**config.mk**
```make
export PLATFORM = sky130hd
export DESIGN_NAME = frame_seq
export DESIGN_NICKNAME = d
export VERILOG_FILES = /design/src/rtl/ftseq_pkg.sv /design/src/rtl/ftseq_timebase.sv /design/src/rtl/ftseq_imem.sv /design/src/rtl/ftseq_regs.sv /design/src/rtl/frame_seq.sv
export SDC_FILE = /design/constraint.sdc
export NUM_CORES = 1
export LEC_CHECK = 0
export BUFFER_PORTS_ARGS = -buffer_cell sky130_fd_sc_hd__buf_2
export CAP_MARGIN = 20
export CORE_MARGIN = 2
export CORE_UTILIZATION = 55
export CTS_CLUSTER_SIZE = 28
export DETAILED_ROUTE_END_ITERATION = 12
export PLACE_DENSITY = 0.7
export SYNTH_ARGS = -nofsm -noshare
export SYNTH_HDL_FRONTEND = slang
export SYNTH_SLANG_ARGS = --single-unit
```
**constraint.sdc**
```tcl
create_clock -name clk -period 8.9 [get_ports clk]
set_clock_uncertainty 0.05 [all_clocks]
set_input_delay 1.78 -clock clk [delete_from_list [all_inputs] [get_ports clk]]
set_output_delay 1.78 -clock clk [all_outputs]
set_load 0.01 [all_outputs]
```
**src/rtl/ftseq_pkg.sv**
```systemverilog
package ftseq_pkg;
    localparam int INSTR_W   = 16;
    localparam int OPND_W    = 13;
    localparam int MV_ADDR_W = 5;
    localparam int MV_DATA_W = 8;

    typedef enum logic [2:0] {
        OP_SLEEP   = 3'd0,
        OP_AT      = 3'd1,
        OP_OFFSET  = 3'd2,
        OP_SYNCHRO = 3'd3,
        OP_MOVE    = 3'd4,
        OP_WAIT    = 3'd5,
        OP_RSV6    = 3'd6,
        OP_RSV7    = 3'd7
    } op_e;
endpackage

```
**src/rtl/ftseq_timebase.sv**
```systemverilog
module ftseq_timebase #(
    parameter int FRAME_LEN = 5000,
    localparam int TW = $clog2(FRAME_LEN)
) (
    input  logic          clk,
    input  logic          rst_n,
    input  logic          irq_en,
    output logic [TW-1:0] time_o,
    output logic          irq_o
);
    localparam logic [TW-1:0] LAST = TW'(FRAME_LEN - 1);

    typedef struct packed {
        logic [TW-1:0] cnt;
        logic          irq;
    } tb_state_t;

    tb_state_t st_d, st_q;

    always_comb begin
        st_d     = st_q;
        st_d.cnt = (st_q.cnt == LAST) ? '0 : st_q.cnt + 1'b1;
        st_d.irq = irq_en && (st_q.cnt == LAST);
    end

    always_ff @(posedge clk or negedge rst_n) begin
        if (!rst_n) st_q <= '0;
        else        st_q <= st_d;
    end

    assign time_o = st_q.cnt;
    assign irq_o  = st_q.irq;
endmodule

```
**src/rtl/ftseq_imem.sv**
```systemverilog
module ftseq_imem #(
    parameter int DEPTH = 64,
    parameter int WIDTH = 16,
    localparam int AW = $clog2(DEPTH)
) (
    input  logic             clk,
    input  logic             we,
    input  logic [AW-1:0]    waddr,
    input  logic [WIDTH-1:0] wdata,
    input  logic [AW-1:0]    raddr,
    output logic [WIDTH-1:0] rdata
);
    logic [WIDTH-1:0] mem_q [DEPTH];

    always_ff @(posedge clk) begin
        if (we) mem_q[waddr] <= wdata;
    end

    assign rdata = mem_q[raddr];
endmodule

```
**src/rtl/ftseq_regs.sv**
```systemverilog
module ftseq_regs #(
    parameter int AW         = 5,
    parameter int DW         = 8,
    parameter int IRQ_ADDR   = 16,
    parameter int GAUGE_ADDR = 17,
    localparam int NREG = 1 << AW
) (
    input  logic          clk,
    input  logic          rst_n,
    input  logic          we,
    input  logic [AW-1:0] waddr,
    input  logic [DW-1:0] wdata,
    input  logic [AW-1:0] raddr,
    output logic [DW-1:0] rdata,
    output logic          dsp_irq,
    output logic          gauge_en
);
    logic [DW-1:0] regs_d [NREG];
    logic [DW-1:0] regs_q [NREG];

    always_comb begin
        regs_d = regs_q;
        if (we) regs_d[waddr] = wdata;
    end

    always_ff @(posedge clk or negedge rst_n) begin
        if (!rst_n) regs_q <= '{default: '0};
        else        regs_q <= regs_d;
    end

    assign rdata    = regs_q[raddr];
    assign dsp_irq  = regs_q[IRQ_ADDR][0];
    assign gauge_en = regs_q[GAUGE_ADDR][0];
endmodule

```
**src/rtl/frame_seq.sv**
```systemverilog
module frame_seq
    import ftseq_pkg::*;
#(
    parameter int IMEM_DEPTH = 64,
    parameter int FRAME_LEN  = 5000,
    localparam int PCW = $clog2(IMEM_DEPTH),
    localparam int TW  = $clog2(FRAME_LEN)
) (
    input  logic                 clk,
    input  logic                 rst_n,
    input  logic                 host_imem_we,
    input  logic [PCW-1:0]       host_imem_addr,
    input  logic [INSTR_W-1:0]   host_imem_data,
    input  logic                 host_ctl_we,
    input  logic                 host_ctl_enable,
    input  logic                 host_rewind,
    input  logic                 host_frame_irq_en,
    input  logic [MV_ADDR_W-1:0] host_reg_addr,
    output logic [MV_DATA_W-1:0] host_reg_data,
    output logic [OPND_W-1:0]    synchro_val,
    output logic [OPND_W-1:0]    offset_val,
    output logic [TW-1:0]        frame_time,
    output logic                 idle,
    output logic                 frame_irq,
    output logic                 dsp_irq,
    output logic                 gauge_en
);
    typedef struct packed {
        logic              en;
        logic [PCW-1:0]    pc;
        logic [OPND_W-1:0] wait_cnt;
        logic [OPND_W-1:0] synchro;
        logic [OPND_W-1:0] offset;
    } seq_state_t;

    seq_state_t st_d, st_q;

    logic [INSTR_W-1:0]   instr;
    logic [PCW-1:0]       pc;
    logic                 exec_go;
    logic                 mv_we;
    op_e                  op;
    logic [OPND_W-1:0]    opnd;

    ftseq_timebase #(.FRAME_LEN(FRAME_LEN)) u_timebase (
        .clk    (clk),
        .rst_n  (rst_n),
        .irq_en (host_frame_irq_en),
        .time_o (frame_time),
        .irq_o  (frame_irq)
    );

    ftseq_imem #(.DEPTH(IMEM_DEPTH), .WIDTH(INSTR_W)) u_imem (
        .clk   (clk),
        .we    (host_imem_we),
        .waddr (host_imem_addr),
        .wdata (host_imem_data),
        .raddr (st_q.pc),
        .rdata (instr)
    );

    ftseq_regs #(.AW(MV_ADDR_W), .DW(MV_DATA_W)) u_regs (
        .clk      (clk),
        .rst_n    (rst_n),
        .we       (mv_we),
        .waddr    (instr[MV_ADDR_W-1:0]),
        .wdata    (instr[MV_ADDR_W +: MV_DATA_W]),
        .raddr    (host_reg_addr),
        .rdata    (host_reg_data),
        .dsp_irq  (dsp_irq),
        .gauge_en (gauge_en)
    );

    assign op      = op_e'(instr[INSTR_W-1 -: 3]);
    assign opnd    = instr[OPND_W-1:0];
    assign pc      = st_q.pc;
    assign exec_go = st_q.en && (st_q.wait_cnt == '0) && !host_rewind && !host_ctl_we;

    always_comb begin
        st_d  = st_q;
        mv_we = 1'b0;

        if (st_q.en && st_q.wait_cnt != '0)
            st_d.wait_cnt = st_q.wait_cnt - 1'b1;

        if (exec_go) begin
            unique case (op)
                OP_SLEEP:   st_d.en = 1'b0;
                OP_AT: begin
                    if (opnd == OPND_W'(frame_time)) st_d.pc = st_q.pc + 1'b1;
                end
                OP_OFFSET: begin
                    st_d.offset = opnd;
                    st_d.pc     = st_q.pc + 1'b1;
                end
                OP_SYNCHRO: begin
                    st_d.synchro = opnd;
                    st_d.pc      = st_q.pc + 1'b1;
                end
                OP_MOVE: begin
                    mv_we   = 1'b1;
                    st_d.pc = st_q.pc + 1'b1;
                end
                OP_WAIT: begin
                    st_d.wait_cnt = opnd;
                    st_d.pc       = st_q.pc + 1'b1;
                end
                default:    st_d.pc = st_q.pc + 1'b1;
            endcase
        end

        if (host_rewind) begin
            st_d.pc       = '0;
            st_d.wait_cnt = '0;
        end

        if (host_ctl_we) begin
            if (host_ctl_enable && !st_q.en) begin
                st_d.en       = 1'b1;
                st_d.pc       = '0;
                st_d.wait_cnt = '0;
            end else if (!host_ctl_enable) begin
                st_d.en       = 1'b0;
                st_d.wait_cnt = '0;
            end
        end
    end

    always_ff @(posedge clk or negedge rst_n) begin
        if (!rst_n) st_q <= '0;
        else        st_q <= st_d;
    end

    assign synchro_val = st_q.synchro;
    assign offset_val  = st_q.offset;
    assign idle        = !st_q.en;
endmodule

```
==> out/results.tsv, run 1 <==
stage	metric	value	unit
route	drt_pass1_iterations	6	
route	ant_nets	0	
clock_tree	holdBufCountCts	0	
sta	drv_slew	0	
floorplanning	die_y	319	µm
logic_synthesis	synth_area_leaders	edfxtp_1 (56%), dfrtp_1 (14%), mux4_2 (13%)	
sta	tns	0	ps
logic_synthesis	ys.flop_type	edfxtp_1	
clock_tree	htree_levels	4	
grt	grt_pass1_wl	201000	µm
route	wl	138000	µm
route	vias_per_cell	6.54	
power	p_leak	21.6	nW
critical_path	cp_top_family	multiplexers	
place	gp_congestion	0.838	
critical_path	reg2reg_from	pc[0]	
power	total_power	0.0135	W
final_layout	layout_common_cells	edfxtp_1 (1024), dfrtp_1 (310), mux4_2 (305), mux2_2 (273), clkbuf_16 (143)	
critical_path	critPathKind	in -> out	
grt	track_usage	27.3	%
critical_path	cp-end-kind	primary output	
run_status	status	finished, final reports clean	
critical_path	rrSetupSlack	3250	ps
logic_synthesis	synth.distinct_cells	82	
logic_synthesis	async_reset_ff_share	23.6	%
logic_synthesis	synth_area	54700	µm²
grt	grt_max_degree	197	
final_layout	utilization	62.1	%
sta	tightest_slew	1210	ps
flow_run	cap_violations	0	
clock_tree	clockBufferDepth	3	
logic_synthesis	synth-seq-cells	1340	
clock_tree	cts-buffers-inserted	136	
clock_tree	root_buffer	clkbuf_16	
logic_synthesis	yosysWarnings	0	
logic_synthesis	ys_seq_area_share	70.6	%
logic_synthesis	synth_compound_area_share	2.63	%
critical_path	path_buf_inv	3	
critical_path	startpoint	host_reg_addr[0]	
critical_path	r2r-end	u_regs.regs_q[146]	
sta	period_share	70.6	%
floorplanning	core	98600	µm²
floorplanning	io_pins	85	
critical_path	critPathMaxStageDelay	670	ps
route	vias	28928	
logic_synthesis	synth_edf_count	1024	
floorplanning	start_util	55.5	%
worst_hold_path	hold_class	reg -> reg	
clock_tree	post_cts_resize_count	0	
final_layout	layout-drive-gt1-share	33.5	%
clock_tree	cts_tree	done	
critical_path	critPathRequiredTime	7070	ps
sta	slew_headroom	19.5	%
power	power_density	221	nW/µm²
sta	setup_violations	0	
route	initialDrtViolationCount	4006	
grt	grt_overflow	0	
critical_path	worstRegToRegCells	11	
route	wl_per_cell	31.2	µm
clock_tree	clkTransAtPathRegs	60	ps
worst_hold_path	hp-start	u_regs.regs_q[60]	
logic_synthesis	synth_top_family_by_area	multiplexers	
logic_synthesis	synth-simple-area-share	3.59	%
critical_path	path_max_fanout	45	
clock_tree	numClockSinks	1340	
floorplanning	num_rows	115	
grt	first_global_vias	29222	
critical_path	cp_slowest_cell	buf_4	
logic_synthesis	syn-num-nets	2904	
logic_synthesis	synth_cells	2867	
logic_synthesis	synth.mux.area_fraction	20.6	%
logic_synthesis	synthAdderAreaFrac	0.0686	%
critical_path	crit_arrival	4460	ps
power	peakVddDrop	0.000207	V
grt	antenna_found_initial	5	
logic_synthesis	yosys.area.top_type_share	56.2	%
floorplanning	dieArea	102000	µm²
logic_synthesis	avgSynthCellArea	19.1	µm²
worst_hold_path	hold_end	u_regs.regs_q[60]	
sta	rsz0062_at_grt	no	
logic_synthesis	synth_xor_area_share	0.480	%
sta	finalHoldViolCount	0	
worst_hold_path	hold_depth	1	
sta	fmax	0.159	GHz
route	drc_errors	0	
final_layout	synthToLayoutAreaGrowth	11.8	%
place	dp_hpwl	82500	µm
logic_synthesis	synth_top_cell_by_area	edfxtp_1	
final_layout	final_common_cell	edfxtp_1	
place	numPortBuffers	84	
critical_path	start_kind	input pin	
clock_tree	cts_setup_buffers	0	
floorplanning	fp.dieW	319	µm
sta	finalCriticalPeriod	6290	ps
critical_path	path_cells	buf_4 -> buf_4 -> mux4_2 -> mux4_2 -> mux2_2 -> buf_2	
final_layout	fin_nets	3063	
clock_tree	clk_latency	740	ps
-- worst max path at each step --
stage	end	slack (ps)	depth (start not counted)
final	host_reg_data[5]	2610	6
after detailed placement	host_reg_data[5]	2540	6
after global routing	host_reg_data[5]	2380	6
after CTS	host_reg_data[0]	2540	6
after floorplan	host_reg_data[0]	3070	5
after global placement	host_reg_data[5]	2580	6
-- area by class of cell --
| class | instances | area, µm² |
|---|---|---|
| flip-flops and latches | 1340 | 38700 |
| clock buffers | 176 | 3810 |
| fillers | 6705 | 37300 |
| inverters | 15 | 58.8 |
| well taps | 1287 | 1610 |
| diodes | 1 | 2.50 |
| clock inverters | 71 | 518 |
| multi-input cells | 1326 | 15100 |
| repair buffers | 207 | 1500 |
-- power by group --
part	leakage (nW)	total [W]	switching, W	internal [W]
Combinational	5.90	0.00105	0.000609	0.000440
Sequential	13.6	0.00696	0.0000898	0.00687
Clock	2.13	0.00551	0.00234	0.00317
Total	21.6	0.0135	0.00303	0.0105
-- through the flow --
stage | hold slack [ps] | worst slack [ps] | cells | area, µm²
6_report | 437 | 2610 | 4423 | 61200
5_1_grt | 445 | 2380 | 4422 | 61200
4_1_cts | 438 | 2540 | 4415 | 61100
3_5_place_dp | 424 | 2540 | 4168 | 56800
3_3_place_gp | 415 | 2580 | 4166 | 56700
2_1_floorplan | 401 | 3070 | 2867 | 54700
-- kinds of logic (layout without fill, tap and decap cells) --
| logic type | Yosys count | in the layout |
|---|---|---|
| DFF | 1340 | 1340 |
| AOI/OAI and AO/OA | 198 | 198 |
| and+or+nand+nor | 388 | 388 |
| buffers and inverters | 201 | 469 |
| other | 0 | 1 |
| muxes | 707 | 707 |
| adders and majority gates | 3 | 3 |
| xor gates and xnor gates | 30 | 30 |
-- registers in the layout, summed over array words and instances (netlist names) --
| signal | cells |
|---|---|
| offset_val | 13 |
| pc | 6 |
| st_q | 14 |
| synchro_val | 13 |
| u_imem.mem_q | 1024 |
| u_regs.dsp_irq | 1 |
| u_regs.gauge_en | 1 |
| u_regs.regs_q | 254 |
| u_timebase.irq_o | 1 |
| u_timebase.time_o | 13 |
-- per-layer routing --
layer  vias up  global-route usage (%)  part of all wire, %  wire length, µm
li1      11818                       -                    -                -
met1     15307                    39.1                   39            54300
met2      1565                    42.8                   48            66400
met3       236                    5.59                  9.8            13500
met4         2                    8.69                  2.8             3860
met5         -                       0               0.0094               13
-- Yosys cell counts (all sizes together) (3+ instances only) --
library cell,n
ha,3
a22o,9
or3b,4
xnor2,13
a21oi,29
nand3b,7
a22oi,40
nor2,132
nand2b,14
dfrtp,316
o21ai,24
clkbuf,79
or4,7
mux2,298
o211ai,8
nor4,3
mux2i,104
nand4,12
o21a,4
or3,11
nand2,104
mux4,305
and3,7
edfxtp,1024
a31oi,11
o221ai,3
nor2b,17
o31ai,3
inv,15
a221oi,19
o2111ai,5
a21o,4
xor2,17
buf,107
and2,13
o22ai,14
nand3,30
a211oi,5
nor3,18
Note: power is estimated with default switching activity, not from simulation.
==> run 2, diff against run 1 <==
PLACE_DENSITY = 0.73   (was 0.7)
clock period = 5.5 ns   (was 8.9 ns; I/O delays follow)
==> run 2 against run 1 <==
Against the previous run:
- power up 62%
- non-clock buffer count up 57
- sequential share of layout area down 0.44 points
- via count up 2.6%
- sequential power up 62%
- critical path type is now reg -> reg
==> out/results.tsv, run 2 (synthesis gave the netlist of run 1 again) <==
stage	metric	value	unit	change
run_status	status	finished, final reports clean		
grt	track_usage	27.9	%	+0.61 points
floorplanning	num_rows	115		unchanged
critical_path	cp-end-kind	flop		
clock_tree	cts-buffers-inserted	136		unchanged
sta	slew_headroom	24.0	%	+4.6 points
clock_tree	htree_levels	4		unchanged
sta	finalCriticalPeriod	5050	ps	
route	wl	140000	µm	+1.5%
critical_path	start_kind	flop		
clock_tree	root_buffer	clkbuf_16		
power	p_leak	21.9	nW	+1.2%
critical_path	reg2reg_from	pc[0]		
final_layout	final_common_cell	edfxtp_1		
sta	tightest_slew	1140	ps	-70.7 ps
final_layout	top_regs	u_imem.mem_q (1024), u_regs.regs_q (254), st_q (14)		
worst_hold_path	hold_class	in -> async		
final_layout	fin_nets	3120		+1.9%
route	drt_pass1_iterations	5		-1
final_layout	layout_common_cells	edfxtp_1 (1024), dfrtp_1 (310), mux4_2 (305), mux2_2 (273), buf_4 (160)		
place	gp_congestion	0.842		+0.56%
route	initialDrtViolationCount	4064		+1.4%
grt	first_global_vias	29730		+1.7%
power	peakVddDrop	0.000265	V	+28%
place	place_area	57300	µm²	+0.95%
clock_tree	holdBufCountCts	0		unchanged
route	wl_per_cell	31.4	µm	+0.47%
critical_path	crit_arrival	5620	ps	+1160 ps
critical_path	critPathKind	reg -> reg		
critical_path	critPathRequiredTime	6080	ps	-990 ps
final_layout	fin_area	61700	µm²	+0.71%
sta	tns	0	ps	unchanged
floorplanning	start_util	55.5	%	unchanged
flow_run	cap_violations	0		unchanged
floorplanning	die_y	319	µm	unchanged
final_layout	largest_reg_flops	1024		unchanged
grt	antenna_found_initial	2		-3
power	power_density	355	nW/µm²	+61%
sta	rsz0062_at_grt	no		
final_layout	fill_cells	6641		-0.95%
route	ant_nets	0		unchanged
route	vias_per_cell	6.64		+1.6%
sta	fmax	0.198	GHz	
clock_tree	post_cts_resize_count	0		unchanged
final_layout	synthToLayoutAreaGrowth	12.6	%	
clock_tree	clockBufferDepth	3		unchanged
floorplanning	fp.dieW	319	µm	unchanged
clock_tree	clk_latency	750	ps	about the same
sta	period_share	91.8	%	
grt	grt_overflow	0		unchanged
route	drc_errors	0		unchanged
critical_path	r2r-end	u_regs.regs_q[240]		
place	place_ws	610	ps	-1930 ps
sta	finalHoldViolCount	0		unchanged
grt	grt_pass1_wl	206000	µm	+2.4%
floorplanning	dieArea	102000	µm²	unchanged
route	vias	29683		+2.6%
final_layout	utilization	62.6	%	+0.44 points
critical_path	path_max_fanout	29		-36%
sta	drv_slew	0		unchanged
final_layout	layout-drive-gt1-share	34.3	%	+0.84 points
final_layout	stdcell_count	4469		+1.0%
place	dp_hpwl	87300	µm	+5.8%
place	dp.cells	4226		+1.4%
floorplanning	io_pins	85		unchanged
clock_tree	clkTransAtPathRegs	60	ps	about the same
floorplanning	core	98600	µm²	unchanged
final_layout	top_register	u_imem.mem_q		
critical_path	rrSetupSlack	450	ps	-2800 ps
clock_tree	numClockSinks	1340		unchanged
place	numPortBuffers	84		unchanged
sta	setup_violations	0		unchanged
clock_tree	cts_tree	done		
clock_tree	cts_setup_buffers	0		unchanged
sta	timing.final.ws_setup	452	ps	-2160 ps
critical_path	worstRegToRegCells	11		unchanged
grt	grt_max_degree	124		-37%
-- run 2: changes by cell type in the layout (fill, tap and decap cells not counted), sizes merged --
| cell | before | now |
|---|---|---|
| buf | 207 | 264 |
| bufinv | 5 | 8 |
| inv | 20 | 22 |
| clkinv | 56 | 38 |
| clkbuf | 176 | 178 |
-- run 2: worst max-delay path by stage --
stage	cells past startpoint	slack (ps)	to	startpoint
floorplan	5	1030	host_reg_data[0]	host_reg_addr[0]
global placement	11	610	u_regs.regs_q[244]	pc[0]
detailed placement	11	610	u_regs.regs_q[245]	pc[0]
CTS	11	610	u_regs.regs_q[245]	pc[0]
global route	11	370	u_regs.regs_q[245]	pc[0]
finish	11	450	u_regs.regs_q[240]	pc[0]
-- run 2: final cells by class --
type                            count  area [µm²]  area share (%)
Clock inverter                     58         559           0.907
Tap cell                         1287        1610            2.61
Timing Repair Buffer              264        2040            3.31
Antenna cell                        1        2.50         0.00406
Multi-Input combinational cell   1326       15000            24.4
Sequential cell                  1340       38700            62.7
Inverter                           15        58.8          0.0954
Clock buffer                      178        3660            5.94
-- run 2: power by group --
| part | switching, W | total [W] | internal, W |
|---|---|---|---|
| clock network | 0.00380 | 0.00887 | 0.00508 |
| registers | 0.000137 | 0.0113 | 0.0111 |
| logic | 0.00102 | 0.00177 | 0.000742 |
-- run 2: worst max-delay path, stage by stage (launching register included) --
cell and delay [ps]:
dfrtp_4 850, buf_12 330, mux4_2 540, mux4_2 460, mux2i_1 570, mux2i_1 290, nand2b_1 230, or3b_1 420
nor3_2 250, buf_4 210, nand2_1 300, mux2_2 390
-- run 2: per-layer routing --
layer | part of all wire (%) | wire length (µm) | GRT usage, %
met2 | 48 | 66700 | 43.6
met3 | 11 | 15300 | 6.33
met5 | 0 | 0 | 0
met4 | 2.8 | 3970 | 8.72
met1 | 39 | 54200 | 39.8
-- run 2: through the flow --
stage                     hold slack, ps  power (W)
after detailed placement             419     0.0132
after floorplan                      401     0.0127
after global routing                 257     0.0225
final                                243     0.0219
after global placement               413     0.0131
after CTS                            233     0.0220
